<file path="config.mk">
export PLATFORM = sky130hd
export DESIGN_NAME = i2c_cfg_slave
export DESIGN_NICKNAME = d
export VERILOG_FILES = /design/src/rtl/i2c_cfg_pkg.sv /design/src/rtl/i2c_line_filter.sv /design/src/rtl/i2c_bus_events.sv /design/src/rtl/i2c_cfg_regfile.sv /design/src/rtl/i2c_cfg_slave.sv
export SDC_FILE = /design/constraint.sdc
export NUM_CORES = 1
export LEC_CHECK = 0
export ABC_AREA = 1
export BUFFER_PORTS_ARGS = -buffer_cell sky130_fd_sc_hd__buf_2
export CAP_MARGIN = 20
export CORE_MARGIN = 2
export CORE_UTILIZATION = 45
export DETAILED_ROUTE_END_ITERATION = 10
export PLACE_DENSITY = 0.6
export SLEW_MARGIN = 20
export SYNTH_ARGS = -nofsm -noshare
export SYNTH_HDL_FRONTEND = slang
export SYNTH_SLANG_ARGS = --single-unit
</file>
<file path="constraint.sdc">
create_clock -name clk_i -period 2.69 [get_ports clk_i]
set_input_delay 0.538 -clock clk_i [delete_from_list [all_inputs] [get_ports clk_i]]
set_output_delay 0.538 -clock clk_i [all_outputs]
set_load 0.01 [all_outputs]
</file>
<file path="src/rtl/i2c_cfg_pkg.sv">
package i2c_cfg_pkg;
  localparam logic [3:0] DEV_ID = 4'b1011;
  localparam int unsigned BYTE_W = 8;

  typedef enum logic [2:0] {
    ST_IDLE,
    ST_ADDR,
    ST_ACK,
    ST_RX,
    ST_TX,
    ST_MACK
  } slv_state_e;
endpackage

</file>
<file path="src/rtl/i2c_line_filter.sv">
module i2c_line_filter #(
  parameter int unsigned SYNC_STAGES = 2,
  parameter int unsigned FILT_TAPS   = 3
) (
  input  logic clk_i,
  input  logic rst_ni,
  input  logic line_i,
  output logic line_o
);
  logic [SYNC_STAGES-1:0] sync_q;
  logic [FILT_TAPS-1:0]   samp_q;
  logic                   filt_q;

  always_ff @(posedge clk_i or negedge rst_ni) begin
    if (!rst_ni) begin
      sync_q <= '1;
      samp_q <= '1;
      filt_q <= 1'b1;
    end else begin
      sync_q <= {sync_q[SYNC_STAGES-2:0], line_i};
      samp_q <= {samp_q[FILT_TAPS-2:0], sync_q[SYNC_STAGES-1]};
      // only a full run of equal samples moves the output
      if (&samp_q)       filt_q <= 1'b1;
      else if (~|samp_q) filt_q <= 1'b0;
    end
  end

  assign line_o = filt_q;

  assert_min_width_R10: assert property (@(posedge clk_i) disable iff (!rst_ni)
    !$stable(line_o) |=> $stable(line_o));
endmodule

</file>
<file path="src/rtl/i2c_bus_events.sv">
module i2c_bus_events (
  input  logic clk_i,
  input  logic rst_ni,
  input  logic scl_i,
  input  logic sda_i,
  output logic scl_rise_o,
  output logic scl_fall_o,
  output logic start_o,
  output logic stop_o
);
  logic scl_q, sda_q;

  always_ff @(posedge clk_i or negedge rst_ni) begin
    if (!rst_ni) begin
      scl_q <= 1'b1;
      sda_q <= 1'b1;
    end else begin
      scl_q <= scl_i;
      sda_q <= sda_i;
    end
  end

  assign scl_rise_o = scl_i & ~scl_q;
  assign scl_fall_o = ~scl_i & scl_q;
  assign start_o    = scl_i & scl_q & sda_q & ~sda_i;
  assign stop_o     = scl_i & scl_q & ~sda_q & sda_i;

  assert_edge_spacing_R10: assert property (@(posedge clk_i) disable iff (!rst_ni)
    scl_rise_o |=> !scl_fall_o);
endmodule

</file>
<file path="src/rtl/i2c_cfg_regfile.sv">
module i2c_cfg_regfile #(
  parameter int unsigned NUM_REGS = 8,
  parameter int unsigned DW       = 8,
  localparam int unsigned PTR_W   = $clog2(NUM_REGS)
) (
  input  logic             clk_i,
  input  logic             rst_ni,
  input  logic             we_i,
  input  logic [PTR_W-1:0] waddr_i,
  input  logic [DW-1:0]    wdata_i,
  input  logic [PTR_W-1:0] raddr_i,
  output logic [DW-1:0]    rdata_o,
  output logic [2:0]       dev_addr_o
);
  logic [DW-1:0] regs_q [NUM_REGS];

  for (genvar g = 0; g < NUM_REGS; g++) begin : g_reg
    always_ff @(posedge clk_i or negedge rst_ni) begin
      if (!rst_ni)                               regs_q[g] <= '0;
      else if (we_i && waddr_i == PTR_W'(g))     regs_q[g] <= wdata_i;
    end
  end

  assign rdata_o    = regs_q[raddr_i];
  assign dev_addr_o = regs_q[0][2:0];
endmodule

</file>
<file path="src/rtl/i2c_cfg_slave.sv">
module i2c_cfg_slave
  import i2c_cfg_pkg::*;
#(
  parameter int unsigned NUM_REGS    = 8,
  parameter int unsigned SYNC_STAGES = 2,
  parameter int unsigned FILT_TAPS   = 3
) (
  input  logic clk_i,
  input  logic rst_ni,
  input  logic scl_i,
  input  logic sda_i,
  input  logic busy_i,
  output logic sda_oe_o
);
  localparam int unsigned PTR_W = $clog2(NUM_REGS);
  localparam int unsigned CNT_W = $clog2(BYTE_W + 1);
  localparam logic [CNT_W-1:0] FULL = CNT_W'(BYTE_W);

  logic [1:0] raw_lines, flt_lines;
  assign raw_lines = {sda_i, scl_i};

  for (genvar l = 0; l < 2; l++) begin : g_line
    i2c_line_filter #(.SYNC_STAGES(SYNC_STAGES), .FILT_TAPS(FILT_TAPS)) i_filt (
      .clk_i  (clk_i),
      .rst_ni (rst_ni),
      .line_i (raw_lines[l]),
      .line_o (flt_lines[l])
    );
  end

  logic scl_f, sda_f;
  assign scl_f = flt_lines[0];
  assign sda_f = flt_lines[1];

  logic scl_rise, scl_fall, start_ev, stop_ev;
  i2c_bus_events i_evt (
    .clk_i      (clk_i),
    .rst_ni     (rst_ni),
    .scl_i      (scl_f),
    .sda_i      (sda_f),
    .scl_rise_o (scl_rise),
    .scl_fall_o (scl_fall),
    .start_o    (start_ev),
    .stop_o     (stop_ev)
  );

  slv_state_e         state_q;
  logic [CNT_W-1:0]   cnt_q;
  logic [BYTE_W-1:0]  sh_q, tx_q;
  logic [PTR_W-1:0]   ptr_q;
  logic               rw_q, have_ptr_q, mack_q, oe_q;

  logic               rf_we;
  logic [BYTE_W-1:0]  rf_rdata;
  logic [2:0]         dev_addr;
  logic               byte_end, addr_hit;

  assign byte_end = scl_fall && (cnt_q == FULL);
  assign addr_hit = (sh_q[7:4] == DEV_ID) && (sh_q[3:1] == dev_addr);
  assign rf_we    = (state_q == ST_RX) && byte_end && !busy_i && have_ptr_q;

  i2c_cfg_regfile #(.NUM_REGS(NUM_REGS), .DW(BYTE_W)) i_rf (
    .clk_i      (clk_i),
    .rst_ni     (rst_ni),
    .we_i       (rf_we),
    .waddr_i    (ptr_q),
    .wdata_i    (sh_q),
    .raddr_i    (ptr_q),
    .rdata_o    (rf_rdata),
    .dev_addr_o (dev_addr)
  );

  always_ff @(posedge clk_i or negedge rst_ni) begin
    if (!rst_ni) begin
      state_q    <= ST_IDLE;
      cnt_q      <= '0;
      sh_q       <= '0;
      tx_q       <= '0;
      ptr_q      <= '0;
      rw_q       <= 1'b0;
      have_ptr_q <= 1'b0;
      mack_q     <= 1'b0;
      oe_q       <= 1'b0;
    end else if (start_ev) begin
      state_q <= ST_ADDR;
      cnt_q   <= '0;
      oe_q    <= 1'b0;
    end else if (stop_ev) begin
      state_q <= ST_IDLE;
      oe_q    <= 1'b0;
    end else begin
      unique case (state_q)
        ST_ADDR, ST_RX: begin
          if (scl_rise && cnt_q != FULL) begin
            sh_q  <= {sh_q[BYTE_W-2:0], sda_f};
            cnt_q <= cnt_q + 1'b1;
          end else if (byte_end) begin
            cnt_q <= '0;
            if (state_q == ST_ADDR) begin
              if (addr_hit && !busy_i) begin
                oe_q       <= 1'b1;
                rw_q       <= sh_q[0];
                have_ptr_q <= 1'b0;
                state_q    <= ST_ACK;
              end else begin
                state_q <= ST_IDLE;
              end
            end else if (busy_i) begin
              state_q <= ST_IDLE;
            end else begin
              oe_q    <= 1'b1;
              state_q <= ST_ACK;
              if (!have_ptr_q) begin
                ptr_q      <= sh_q[PTR_W-1:0];
                have_ptr_q <= 1'b1;
              end else begin
                ptr_q <= ptr_q + 1'b1;
              end
            end
          end
        end
        ST_ACK: begin
          if (scl_fall) begin
            if (rw_q) begin
              tx_q    <= rf_rdata << 1;
              oe_q    <= ~rf_rdata[BYTE_W-1];
              cnt_q   <= CNT_W'(1);
              state_q <= ST_TX;
            end else begin
              oe_q    <= 1'b0;
              cnt_q   <= '0;
              state_q <= ST_RX;
            end
          end
        end
        ST_TX: begin
          if (scl_fall) begin
            if (cnt_q == FULL) begin
              oe_q    <= 1'b0;
              state_q <= ST_MACK;
            end else begin
              oe_q  <= ~tx_q[BYTE_W-1];
              tx_q  <= tx_q << 1;
              cnt_q <= cnt_q + 1'b1;
            end
          end
        end
        ST_MACK: begin
          if (scl_rise) begin
            mack_q <= ~sda_f;
            if (!sda_f) ptr_q <= ptr_q + 1'b1;
          end else if (scl_fall) begin
            if (mack_q) begin
              tx_q    <= rf_rdata << 1;
              oe_q    <= ~rf_rdata[BYTE_W-1];
              cnt_q   <= CNT_W'(1);
              state_q <= ST_TX;
            end else begin
              state_q <= ST_IDLE;
            end
          end
        end
        default: begin
          state_q <= ST_IDLE;
          oe_q    <= 1'b0;
        end
      endcase
    end
  end

  assign sda_oe_o = oe_q;

  assert_oe_scl_low_R9: assert property (@(posedge clk_i) disable iff (!rst_ni)
    (!$stable(sda_oe_o) && !$past(start_ev || stop_ev)) |-> !scl_f);

  assert_busy_nack_R3: assert property (@(posedge clk_i) disable iff (!rst_ni)
    ((state_q == ST_ADDR || state_q == ST_RX) && byte_end && busy_i && !start_ev && !stop_ev)
      |=> (state_q == ST_IDLE) && !sda_oe_o);

  assert_addr_miss_R1: assert property (@(posedge clk_i) disable iff (!rst_ni)
    (state_q == ST_ADDR && byte_end && !addr_hit && !start_ev && !stop_ev)
      |=> (state_q == ST_IDLE) && !sda_oe_o);

  assert_stop_idle_R8: assert property (@(posedge clk_i) disable iff (!rst_ni)
    (stop_ev && !start_ev) |=> (state_q == ST_IDLE) && !sda_oe_o);

  assert_ack_held_R2: assert property (@(posedge clk_i) disable iff (!rst_ni)
    (state_q == ST_ACK && scl_f) |-> sda_oe_o);
endmodule

</file>
Word-level counts from Yosys, hierarchy flattened
Cells that the tools add are included.
Cells by class
  bitwise operators: 17
  order comparisons: 1
  equal/unequal tests: 51
  reductions and logical operators: 34
  div/mod/pow operators: 0
  multipliers: 0
  add/subtract/negate cells: 2
  muxes and demuxes: 67
  shifts and indexed selects: 0
Operator list (number)
  8-bit two-way mux: 9
  3-bit two-way mux: 19
  4-bit two-way mux: 10
  4-bit by 2-bit != test with 1-bit output, second input constant: 8
  9-bit AND reduction: 3
  2-bit != test, second input constant: 13
  8-bit binary-select mux with 3-bit select: 1
  8-bit case mux with 3 select lines: 1
  1-bit two-way mux: 21
  7-bit AND reduction: 3
  3-bit == test, second input constant: 6
  3-bit by 2-bit != test with 1-bit output, second input constant: 6
  4-bit case mux with 4 select lines: 1
  1-bit logical AND: 15
  3-bit by 2-bit == test with 1-bit output, second input constant: 4
  3-bit case mux with 4 select lines: 1
  2-bit by 1-bit != test with 1-bit output, second input constant: 5
  5-bit by 3-bit != test with 1-bit output, second input constant: 2
  10-bit AND reduction: 1
  1-bit inverter: 9
  4-bit == test, second input constant: 2
  4-bit AND reduction: 2
  1-bit AND: 7
  3-bit by 1-bit == test with 1-bit output, second input constant: 2
  other kinds (18): 21
Word-level totals
  word-level logic and storage cells: 197
  input port bits: 5
  register bits: 108
  bits in latches: 0
  RAM bits: 0
  memories kept: 0
  memory bits (read-only): 0
  output and inout port bits: 1

Longest topological paths before layout
Gate-level depths: netlist of run 1.
  depth in word-level cells: 11
  gate-level depth with buffers: 13
  depth with buffers taken out: 13

Modules after synthesis
From an unflattened synthesis of run 1, not the netlist that was laid out.
Unflattened totals
  cells, all modules: 748
  area total of the unflattened synthesis: 5600.4 µm²
Modules (own cells, without submodules)
  i2c_cfg_regfile: times used 1, seq. area each 1601.5 µm², cells an instance 442, area each 3211.8 µm²
  i2c_cfg_slave: times used 1, seq. area each 725.7 µm², cells an instance 265, area each 1916.8 µm²
  i2c_line_filter: times used 2, seq. area each 157.7 µm², cells an instance 14, area each 188.9 µm²
  i2c_bus_events: times used 1, seq. area each 52.6 µm², cells an instance 13, area each 93.8 µm²

Worst setup path before layout of run 1
No wires, ideal clock.
  kind: register -> register
  from: register cnt_q[0]
  to: register i_rf.regs_q[31] (netlist bit)
  buffers on the path: 1
  library setup time: 130 ps
  clock period less this slack: 1870 ps
  data arrival time: 1740 ps
  required time: 2560 ps
  stages on the path, launching flop included: 11
  slack: 820 ps
  cell sequence: dfrtp_1 inv_1 ha_1 nand2_1 nor2_1 nand2_1 nor4_4 nand3_1 buf_2 nand2_1 o21ai_0
On the way
  word-level cells in the longest chain between the ends: 6
Ends and longest elaborated chain
  from (decl): line i2c_cfg_slave.sv:48  | logic [CNT_W-1:0] cnt_q;
  from (signal assigned): line i2c_cfg_slave.sv:96  | cnt_q <= cnt_q + 1'b1;
  from (signal assigned): line i2c_cfg_slave.sv:144  | cnt_q <= cnt_q + 1'b1;
  4-bit == test: line i2c_cfg_slave.sv:58  | assign byte_end = scl_fall && (cnt_q == FULL);
  1-bit logical AND: line i2c_cfg_slave.sv:58
  1-bit logical AND (3 in a row): line i2c_cfg_slave.sv:60  | assign rf_we = (state_q == ST_RX) && byte_end && !busy_i && have_ptr_q;
  1-bit logical AND: line i2c_cfg_regfile.sv:20  | else if (we_i && waddr_i == PTR_W'(g)) regs_q[g] <= wdata_i;
  to (signal, indexed assignment): line i2c_cfg_regfile.sv:20
  to (decl): line i2c_cfg_regfile.sv:15  | logic [DW-1:0] regs_q [NUM_REGS];
No other way between the ends.
A chain may end at the register's enable or synchronous reset.

Final worst setup path of run 1
  from: register i_evt.scl_q
  to: register i_rf.regs_q[51] (netlist bit)
On the way
  word-level cells in the longest chain between the ends: 6
Ends and longest elaborated chain
  from (decl): line i2c_bus_events.sv:11  | logic scl_q, sda_q;
  from (signal assigned): line i2c_bus_events.sv:18  | scl_q <= scl_i;
  1-bit AND: line i2c_bus_events.sv:24  | assign scl_fall_o = ~scl_i & scl_q;
  1-bit logical AND: line i2c_cfg_slave.sv:58
  1-bit logical AND (3 in a row): line i2c_cfg_slave.sv:60
  1-bit logical AND: line i2c_cfg_regfile.sv:20
No other way between the ends.

==> metrics.txt, run 1 <==
ANT nets after route 0; Die Wd 109 microns; wire length after detailed routing 12000 microns; CP bufs+invs 1; Post-synth EDFFs 0; drt pass-1 iters 5; Worst-path clk slew 0.11 ns; Syn Nets 620; share of cells above drive strength 1 0.0793; area of the multi-input gates 0.00199 sq mm; Combinational Power Share 0.287; crit-path max cell delay 0.55 ns; Starting DRT DRC Count 267; Crit Path Max Fanout 16; Synth warnings 0; cts hold-fix bufs 0; ys async rst share 1.00; Switch Pwr 1430 uW; Post-DP HPWL 8260 microns; f_max 429 MHz; clk root buf clkbuf_8; worst-path cell chain inv_1, nor2_1, nand2_1, nor4_4, nand3_1, o21ai_0; sequential share of power 0.450; fin nets 626; commonest cells after routing, fill and taps aside 160 x nand2_1, 128 x o21ai_0, 93 x dfrtp_1; Pwr per Cell Area 728 mW/mm^2; final hold viol count 0; Setup CP Type register to register; Slew HR 0.610; standard-cell row count 38; crit end category register; total clock buffers created by CTS 9; Clock Tree Buf Depth 2; clk sinks 107; fin util 0.499; first-pass GRT wire length 19900 microns; min Tclk post-route 2.33 ns; leading cell type in the layout, fill and taps excluded nand2_1; status completed; mapped cell area 0.00495 sq mm; die area 0.0119 sq mm; overall routing resource usage 0.224; io pins 6; #FFs+latches synth 107; vias after detailed routing 4063; cell count after synthesis 607; final slew viol count 0; max cap viols 0; TNS Setup 0 ns; largest net degree at the start of global routing 44; Post-CTS Setup Repair Bufs 0; TritonCTS clock tree yes; htree depth 3; Clock Skew 0.0103 ns; # fillers 1059; post-route setup slack 0.357 ns; ys flop type dfrtp_1; Placed Area 0.00518 sq mm; Tot Pwr 3920 uW; Vias/cell 5.36; Antenna Cells 0; post-synthesis sequential area ratio 0.544; RSZ-0062 raised after global routing false; vias in the first global route 3815; Net Sw Frac 0.366; final instance area 0.00538 sq mm; GRT overflow 0; endpoints failing setup 0; worst endpoint required time 2.99 ns; min-delay worst type primary input to async pin; Die Height 109 microns; Remaining DRCs 0; pre-CTS setup slack 0.401 ns; routability cong. 0.878; initial core utilization 0.459; VDD IR-drop max 0.631 mV; post-synthesis cell type count 23; Worst Tran Pin Value 0.585 ns; crit share post-route 0.867; initial antenna violation count 0; critical path startpoint category register; storage element area 0.00270 sq mm; Pleak 0.00249 uW; Syn-to-layout area delta 8.66%; CP Depth 6; Crit path max-delay family simple AND/OR/NAND/NOR gates; routed length per instance 15.8 microns; core footprint 0.0108 sq mm; Internal 2490 uW; Arr. time, crit path 2.63 ns; Syn Area/Cell 8.16 sq um; worst-case reg-to-reg path depth 6; post-cts sizing count 0; clock insertion delay at the later pin of the skew report 0.39 ns; clock power share 0.263; IO buf count 5; CP max stage cell dfstp_2
[power by group through the flow]
stage          sequential [uW]  clock (uW)  combinational, uW
2_1_floorplan             1770           0                740
3_3_place_gp              1790           0               1110
3_5_place_dp              1790           0               1110
4_1_cts                   1760        1060               1120
5_1_grt                   1780        1140               1270
6_report                  1760        1030               1120
[synthesized netlist by cell type (all sizes together) (7+ instances only)]
master	n	area, sq um
a21oi	11	55.1
buf	8	45.0
clkbuf	16	60.1
dfrtp	93	2330
dfstp	14	368
ha	8	100
inv	43	161
nand2	160	601
nand3	32	160
nor2	68	255
o21ai	128	641
o22ai	7	43.8
[cell type report]
type	count	area share
clock buffer	10	0.0237
timing repair buffer	19	0.0293
tap	140	0.0325
sequential	107	0.501
inverter	43	0.0300
multi-input combinational	433	0.370
clock inverter	6	0.0137
[metrics by stage]
| step | cells | hold slack [ns] |
|---|---|---|
| global route | 758 | 0.154 |
| detailed placement | 742 | 0.349 |
| floorplan | 607 | 0.242 |
| CTS | 758 | 0.150 |
| global placement | 742 | 0.346 |
| finish | 758 | 0.145 |
[sequential cells by signal, indices dropped and copies added, names as in the netlist]
name,flops
sh_q,8
g_line.i_filt.samp_q,6
i_evt.sda_q,1
i_rf.dev_addr_o,3
rw_q,1
state_q,3
have_ptr_q,1
cnt_q,4
g_line.i_filt.line_o,2
i_rf.regs_q,61
g_line.i_filt.sync_q,4
i_evt.scl_q,1
ptr_q,3
mack_q,1
sda_oe_o,1
tx_q,7
[worst paths after layout]
| kind | start | end | slack [ns] |
|---|---|---|---|
| setup reg to reg | i_evt.scl_q$_DFF_PN1_ | i_rf.regs_q[51]$_DFFE_PN0P_ | 0.36 |
| hold / removal | rst_ni | i_rf.regs_q[10]$_DFFE_PN0P_ | 0.14 |
| max in group asynchronous | rst_ni | g_line[0].i_filt.line_o$_DFFE_PN1P_ | 1.87 |
| setup / recovery | i_evt.scl_q$_DFF_PN1_ | i_rf.regs_q[51]$_DFFE_PN0P_ | 0.36 |
| min in group clk_i | sda_i | g_line[1].i_filt.sync_q[0]$_DFF_PN1_ | 0.23 |
| hold reg to reg | g_line[1].i_filt.sync_q[1]$_DFF_PN1_ | g_line[1].i_filt.samp_q[0]$_DFF_PN1_ | 0.36 |
[metal layers]
metal,vias to the layer above,share of wire,GRT usage
met4,0,0.016,0.0659
met1,1964,0.50,0.318
met2,85,0.44,0.340
met3,15,0.043,0.0544
met5,-,0,0
li1,1999,-,-
[worst reg2reg max path: stages (launching register included)]
cell	delay, ns
dfstp_2	0.55
inv_1	0.05
nor2_1	0.26
nand2_1	0.21
nor4_4	0.35
nand3_1	0.49
o21ai_0	0.33
[cells by family (layout without fill, tap and decap cells)]
kind of cell    Yosys count  in the layout  share of synthesized area
xor+xnor                  2              2                    0.00354
buf+inv                  67             78                     0.0538
fa+ha+maj                 8              8                     0.0202
simple gates            272            272                      0.222
compound gates          151            151                      0.157
flops                   107            107                      0.544
(Power assumes the default switching activity.)
==> run 2: changes to the inputs <==
Settings changed: BUFFER_PORTS_ARGS -buffer_cell sky130_fd_sc_hd__buf_2 to -buffer_cell sky130_fd_sc_hd__clkbuf_2.
==> run 2 against run 1 <==
  * Maximum frequency shrank 2.7%
  * First-iteration DRC count shrank 1.1%
  * Die area is the same
  * Final cell count shrank 0.13%
  * Hold slack lost 0.0032 ns
  * Largest cell class unchanged
  * Critical endpoint is now i_rf.regs_q[54]$_DFFE_PN0P_
  * Power shrank 1.6%
  * Global-route usage shrank 0.15 points
  * Setup slack lost 0.064 ns
  * Sequential share of layout area grew 0.25 points
==> metrics.txt, run 2 (synthesis results as in run 1) <==
clock power share 0.260 (was 0.263); f_max 417 MHz (was 429 MHz); crit share post-route 0.891 (was 0.867); die area 0.0119 sq mm (unchanged); Combinational Power Share 0.274 (was 0.287); Worst-path clk slew 0.10 ns (was 0.11 ns); min-delay worst type primary input to async pin (unchanged); Internal 2480 uW (was 2490 uW); Die Wd 109 microns (unchanged); initial antenna violation count 0 (unchanged); Switch Pwr 1380 uW (was 1430 uW); leading cell type in the layout, fill and taps excluded nand2_1 (unchanged); clock insertion delay at the later pin of the skew report 0.38 ns (was 0.39 ns); htree depth 3 (unchanged); largest net degree at the start of global routing 68 (was 44); clk sinks 107 (unchanged); endpoints failing setup 0 (unchanged); Reg with most FFs i_rf.regs_q (unchanged); commonest cells after routing, fill and taps aside 160 x nand2_1, 128 x o21ai_0, 93 x dfrtp_1 (unchanged); met3 usage 0.0544 (unchanged); routability cong. 0.852 (was 0.878); Tot Pwr 3860 uW (was 3920 uW); max cap viols 0 (unchanged); core footprint 0.0108 sq mm (unchanged); Remaining DRCs 0 (unchanged); biggest regs i_rf.regs_q: 61 flops, sh_q: 8 flops, tx_q: 7 flops (unchanged); total clock buffers created by CTS 9 (unchanged); Slew HR 0.628 (was 0.610); Clock Tree Buf Depth 2 (unchanged); Clock Skew 0.00978 ns (was 0.0103 ns); initial core utilization 0.459 (unchanged); placed cells 741 (was 742); Pwr per Cell Area 720 mW/mm^2 (was 728 mW/mm^2); TritonCTS clock tree yes (unchanged); first-pass GRT wire length 19800 microns (was 19900 microns); Arr. time, crit path 2.69 ns (was 2.63 ns); GRT overflow 0 (unchanged); final hold viol count 0 (unchanged); Placed Area 0.00516 sq mm (was 0.00518 sq mm); clk root buf clkbuf_8 (unchanged); Worst Tran Pin Value 0.558 ns (was 0.585 ns); Starting DRT DRC Count 264 (was 267); standard-cell row count 38 (unchanged); wire length after detailed routing 11900 microns (was 12000 microns); TNS Setup 0 ns (unchanged); Pleak 0.00247 uW (was 0.00249 uW); Die Height 109 microns (unchanged); post-cts sizing count 0 (unchanged); Setup CP Type register to register (unchanged); Post-CTS Setup Repair Bufs 0 (unchanged); drt pass-1 iters 4 (was 5); ANT nets after route 0 (unchanged); critical path startpoint category register (unchanged); fin nets 625 (was 626); VDD IR-drop max 0.441 mV (was 0.631 mV); Crit Path Max Fanout 16 (unchanged); Post-DP HPWL 8050 microns (was 8260 microns); routed length per instance 15.8 microns (about the same); Most Used Layer, Global Route met2 (unchanged); status completed (unchanged); sequential share of power 0.466 (was 0.450); cts hold-fix bufs 0 (unchanged); min Tclk post-route 2.40 ns (was 2.33 ns); vias after detailed routing 3998 (was 4063); IO buf count 5 (unchanged); io pins 6 (unchanged); vias in the first global route 3772 (was 3815); # fillers 1091 (was 1059); Syn-to-layout area delta 8.13% (was 8.66%); overall routing resource usage 0.222 (was 0.224); final instance area 0.00536 sq mm (was 0.00538 sq mm); final slew viol count 0 (unchanged); RSZ-0062 raised after global routing false (unchanged); share of cells above drive strength 1 0.0746 (was 0.0793); worst endpoint required time 2.98 ns (was 2.99 ns); Vias/cell 5.28 (was 5.36); Antenna Cells 0 (unchanged); max FFs per register 61 (unchanged); crit end category register (unchanged); met1 Usage GRT 0.318 (about the same); met2 Resource Use GR 0.330 (was 0.340); non-filler cells, final 757 (was 758); Net Sw Frac 0.357 (was 0.366)
[run 2: final cells by class]
type	instances	area (sq um)	share of cell area
well taps	140	175	0.0327
repair buffers	18	138	0.0257
clock inverters	3	46.3	0.00864
flip-flops and latches	107	2700	0.503
clock buffers	13	149	0.0278
multi-input cells	433	1990	0.372
inverters	43	161	0.0301
[run 2: power groups by stage]
stage	Combinational, uW	Clock, uW	Sequential, uW
after floorplan	740	0	1770
after global placement	1040	0	1830
after detailed placement	1050	0	1830
after CTS	1060	1040	1800
after global routing	1190	1110	1810
final	1060	1000	1800
[run 2: final timing paths]
path / start / to / slack [ns] / cells past startpoint
setup / recovery: i_evt.scl_q$_DFF_PN1_ / i_rf.regs_q[54]$_DFFE_PN0P_ / 0.29 / 6
setup reg to reg: i_evt.scl_q$_DFF_PN1_ / i_rf.regs_q[54]$_DFFE_PN0P_ / 0.29 / 6
hold reg to reg: g_line[0].i_filt.sync_q[0]$_DFF_PN1_ / g_line[0].i_filt.sync_q[1]$_DFF_PN1_ / 0.36 / 0
max in group asynchronous: rst_ni / g_line[0].i_filt.sync_q[0]$_DFF_PN1_ / 1.76 / 2
hold / removal: rst_ni / i_rf.regs_q[3]$_DFFE_PN0P_ / 0.14 / 1
min in group clk_i: sda_i / g_line[1].i_filt.sync_q[0]$_DFF_PN1_ / 0.23 / 1
[run 2: per-stage QoR]
| stage | hold WS (ns) | setup slack (ns) | utilization |
|---|---|---|---|
| after global placement | 0.346 | 0.380 | 0.478 |
| after detailed placement | 0.347 | 0.263 | 0.478 |
| after floorplan | 0.242 | 0.820 | - |
| final | 0.141 | 0.293 | 0.496 |
| after global routing | 0.164 | 0.0279 | 0.496 |
| after CTS | 0.151 | 0.271 | 0.496 |
[run 2: layer usage]
layer  vias up  wire length [microns]
met4         0                    166
met5         -                      0
met1      1920                   5960
met3        12                    501
li1       1997                      -
met2        69                   5320
[run 2: worst max-delay path: stages, from the launching register on]
cell,delay (ns)
dfstp_2,0.55
inv_1,0.05
nor2_1,0.28
nand2_1,0.21
nor4_4,0.40
nand3_1,0.49
o21ai_0,0.33
==> run 3: changes to the inputs <==
Settings changed: REMOVE_ABC_BUFFERS set to 1.
==> run 3 against run 2 <==
  * Die area unchanged
  * Count of clock-buffer cells in the layout down 4
  * Clock power is essentially flat
  * Power shrank 0.24%
  * Non-clock buffer count rose by 2
  * Critical path type unchanged
  * Largest cell class unchanged
  * Largest power group unchanged
  * Highest routed layer unchanged
==> metrics.txt, run 3 (synthesis results as in run 1) <==
status completed (unchanged); Crit path max-delay family simple AND/OR/NAND/NOR gates (unchanged); Syn-to-layout area delta 8.08% (was 8.13%); share of cells above drive strength 1 0.0824 (was 0.0746); vias after detailed routing 4004 (was 3998); Arr. time, crit path 2.68 ns (was 2.69 ns); crit end category register (unchanged); Crit Path Max Fanout 16 (unchanged); Reg with most FFs i_rf.regs_q (unchanged); TritonCTS clock tree yes (unchanged); Worst Tran Pin Value 0.559 ns (was 0.558 ns); core footprint 0.0108 sq mm (unchanged); standard-cell row count 38 (unchanged); Vias/cell 5.28 (about the same); storage element area 0.00270 sq mm (unchanged); Clock Tree Buf Depth 2 (unchanged); RSZ-0062 raised after global routing true (was false); vias in the first global route 3715 (was 3772); WHS 0.0931 ns (was 0.141 ns); critical path startpoint category register (unchanged); area of the multi-input gates 0.00199 sq mm (unchanged); # fillers 1075 (was 1091); routed length per instance 15.4 microns (was 15.8 microns); ANT nets after route 0 (unchanged); worst-path cell chain inv_1, nor2_1, nand2_1, nor4_4, nand3_1, o21ai_0 (unchanged); Worst-path clk slew 0.11 ns (was 0.10 ns); max FFs per register 61 (unchanged); Pleak 0.00248 uW (was 0.00247 uW); Clock Skew 0.0116 ns (was 0.00978 ns); VDD IR-drop max 0.512 mV (was 0.441 mV); Antenna Cells 0 (unchanged); endpoints failing setup 0 (unchanged); clk root buf clkbuf_8 (unchanged); crit share post-route 0.885 (was 0.891); clock insertion delay at the later pin of the skew report 0.40 ns (was 0.38 ns); max cap viols 0 (unchanged); post-cts sizing count 0 (unchanged); IO buf count 5 (unchanged); initial core utilization 0.459 (unchanged); clk sinks 107 (unchanged); CP bufs+invs 1 (unchanged); leading cell type in the layout, fill and taps excluded nand2_1 (unchanged); Die Wd 109 microns (unchanged); wire length after detailed routing 11700 microns (was 11900 microns); min-delay worst type primary input to async pin (unchanged); worst endpoint required time 2.99 ns (was 2.98 ns); total clock buffers created by CTS 9 (unchanged); routability cong. 0.846 (was 0.852); final hold viol count 0 (unchanged); io pins 6 (unchanged); die area 0.0119 sq mm (unchanged); Remaining DRCs 0 (unchanged); Post-DP HPWL 8040 microns (was 8050 microns); CP max stage cell dfstp_2 (unchanged); f_max 420 MHz (was 417 MHz); biggest regs i_rf.regs_q: 61 flops, sh_q: 8 flops, tx_q: 7 flops (unchanged); Starting DRT DRC Count 289 (was 264); fin nets 627 (was 625); GRT overflow 0 (unchanged); htree depth 3 (unchanged); crit-path max cell delay 0.55 ns (about the same); Pwr per Cell Area 719 mW/mm^2 (was 720 mW/mm^2); largest net degree at the start of global routing 39 (was 68); fin util 0.496 (about the same); first-pass GRT wire length 19400 microns (was 19800 microns); Slew HR 0.626 (was 0.628); drt pass-1 iters 4 (unchanged); overall routing resource usage 0.218 (was 0.222); final slew viol count 0 (unchanged); min Tclk post-route 2.38 ns (was 2.40 ns); initial antenna violation count 0 (unchanged); Die Height 109 microns (unchanged); commonest cells after routing, fill and taps aside 160 x nand2_1, 128 x o21ai_0, 93 x dfrtp_1 (unchanged); Setup CP Type register to register (unchanged)
[run 3: routing by layer]
| layer | up-vias | GRT usage | part of all wire |
|---|---|---|---|
| li1 | 1997 | - | - |
| met1 | 1948 | 0.327 | 0.51 |
| met2 | 52 | 0.318 | 0.45 |
| met3 | 7 | 0.0526 | 0.034 |
| met4 | 0 | 0.0559 | 0.0084 |
| met5 | - | 0 | 0 |
[run 3: worst reg2reg max path, delay by kind of cell (launching register included)]
kind | cells | cell delay, ns
simple gates | 4 | 1.39
flops | 1 | 0.55
compound gates | 1 | 0.31
buf+inv | 1 | 0.05
[run 3: worst paths after layout]
check | from | to | slack (ns) | cells after the start
max in group asynchronous | rst_ni | i_rf.regs_q[34]$_DFFE_PN0P_ | 1.85 | 2
min in group clk_i | scl_i | g_line[0].i_filt.sync_q[0]$_DFF_PN1_ | 0.21 | 1
max | i_evt.scl_q$_DFF_PN1_ | i_rf.regs_q[18]$_DFFE_PN0P_ | 0.31 | 6
min reg2reg | g_line[1].i_filt.sync_q[0]$_DFF_PN1_ | g_line[1].i_filt.sync_q[1]$_DFF_PN1_ | 0.36 | 0
min | rst_ni | i_rf.regs_q[19]$_DFFE_PN0P_ | 0.09 | 1
max reg2reg | i_evt.scl_q$_DFF_PN1_ | i_rf.regs_q[18]$_DFFE_PN0P_ | 0.31 | 6
[run 3: area by class of cell]
type	count	share of cell area
clock buffers	9	0.0231
clock inverters	7	0.0124
inverters	43	0.0301
multi-input cells	433	0.372
flip-flops and latches	107	0.503
well taps	140	0.0327
repair buffers	20	0.0262
[run 3: timing repair]
action	CTS	global route
setup buffers	0	0
setup endpoints to repair	0	3
hold buffers	0	0
[run 3: metrics by stage]
stage / power (uW) / cells / area [sq um] / setup TNS [ns] / setup WS, ns
6_report: 3850 / 759 / 5360 / 0 / 0.309
5_1_grt: 4090 / 759 / 5360 / -0.0240 / -0.0168
4_1_cts: 3880 / 759 / 5360 / 0 / 0.307
3_5_place_dp: 2890 / 743 / 5160 / 0 / 0.311
3_3_place_gp: 2890 / 743 / 5160 / 0 / 0.378
2_1_floorplan: 2460 / 583 / 4850 / 0 / 0.521
[run 3: power by group]
group	switching (uW)	total, uW	internal, uW
Clock	614	979	365
Combinational	768	1100	336
Sequential	75.1	1760	1690
Total	1460	3850	2390
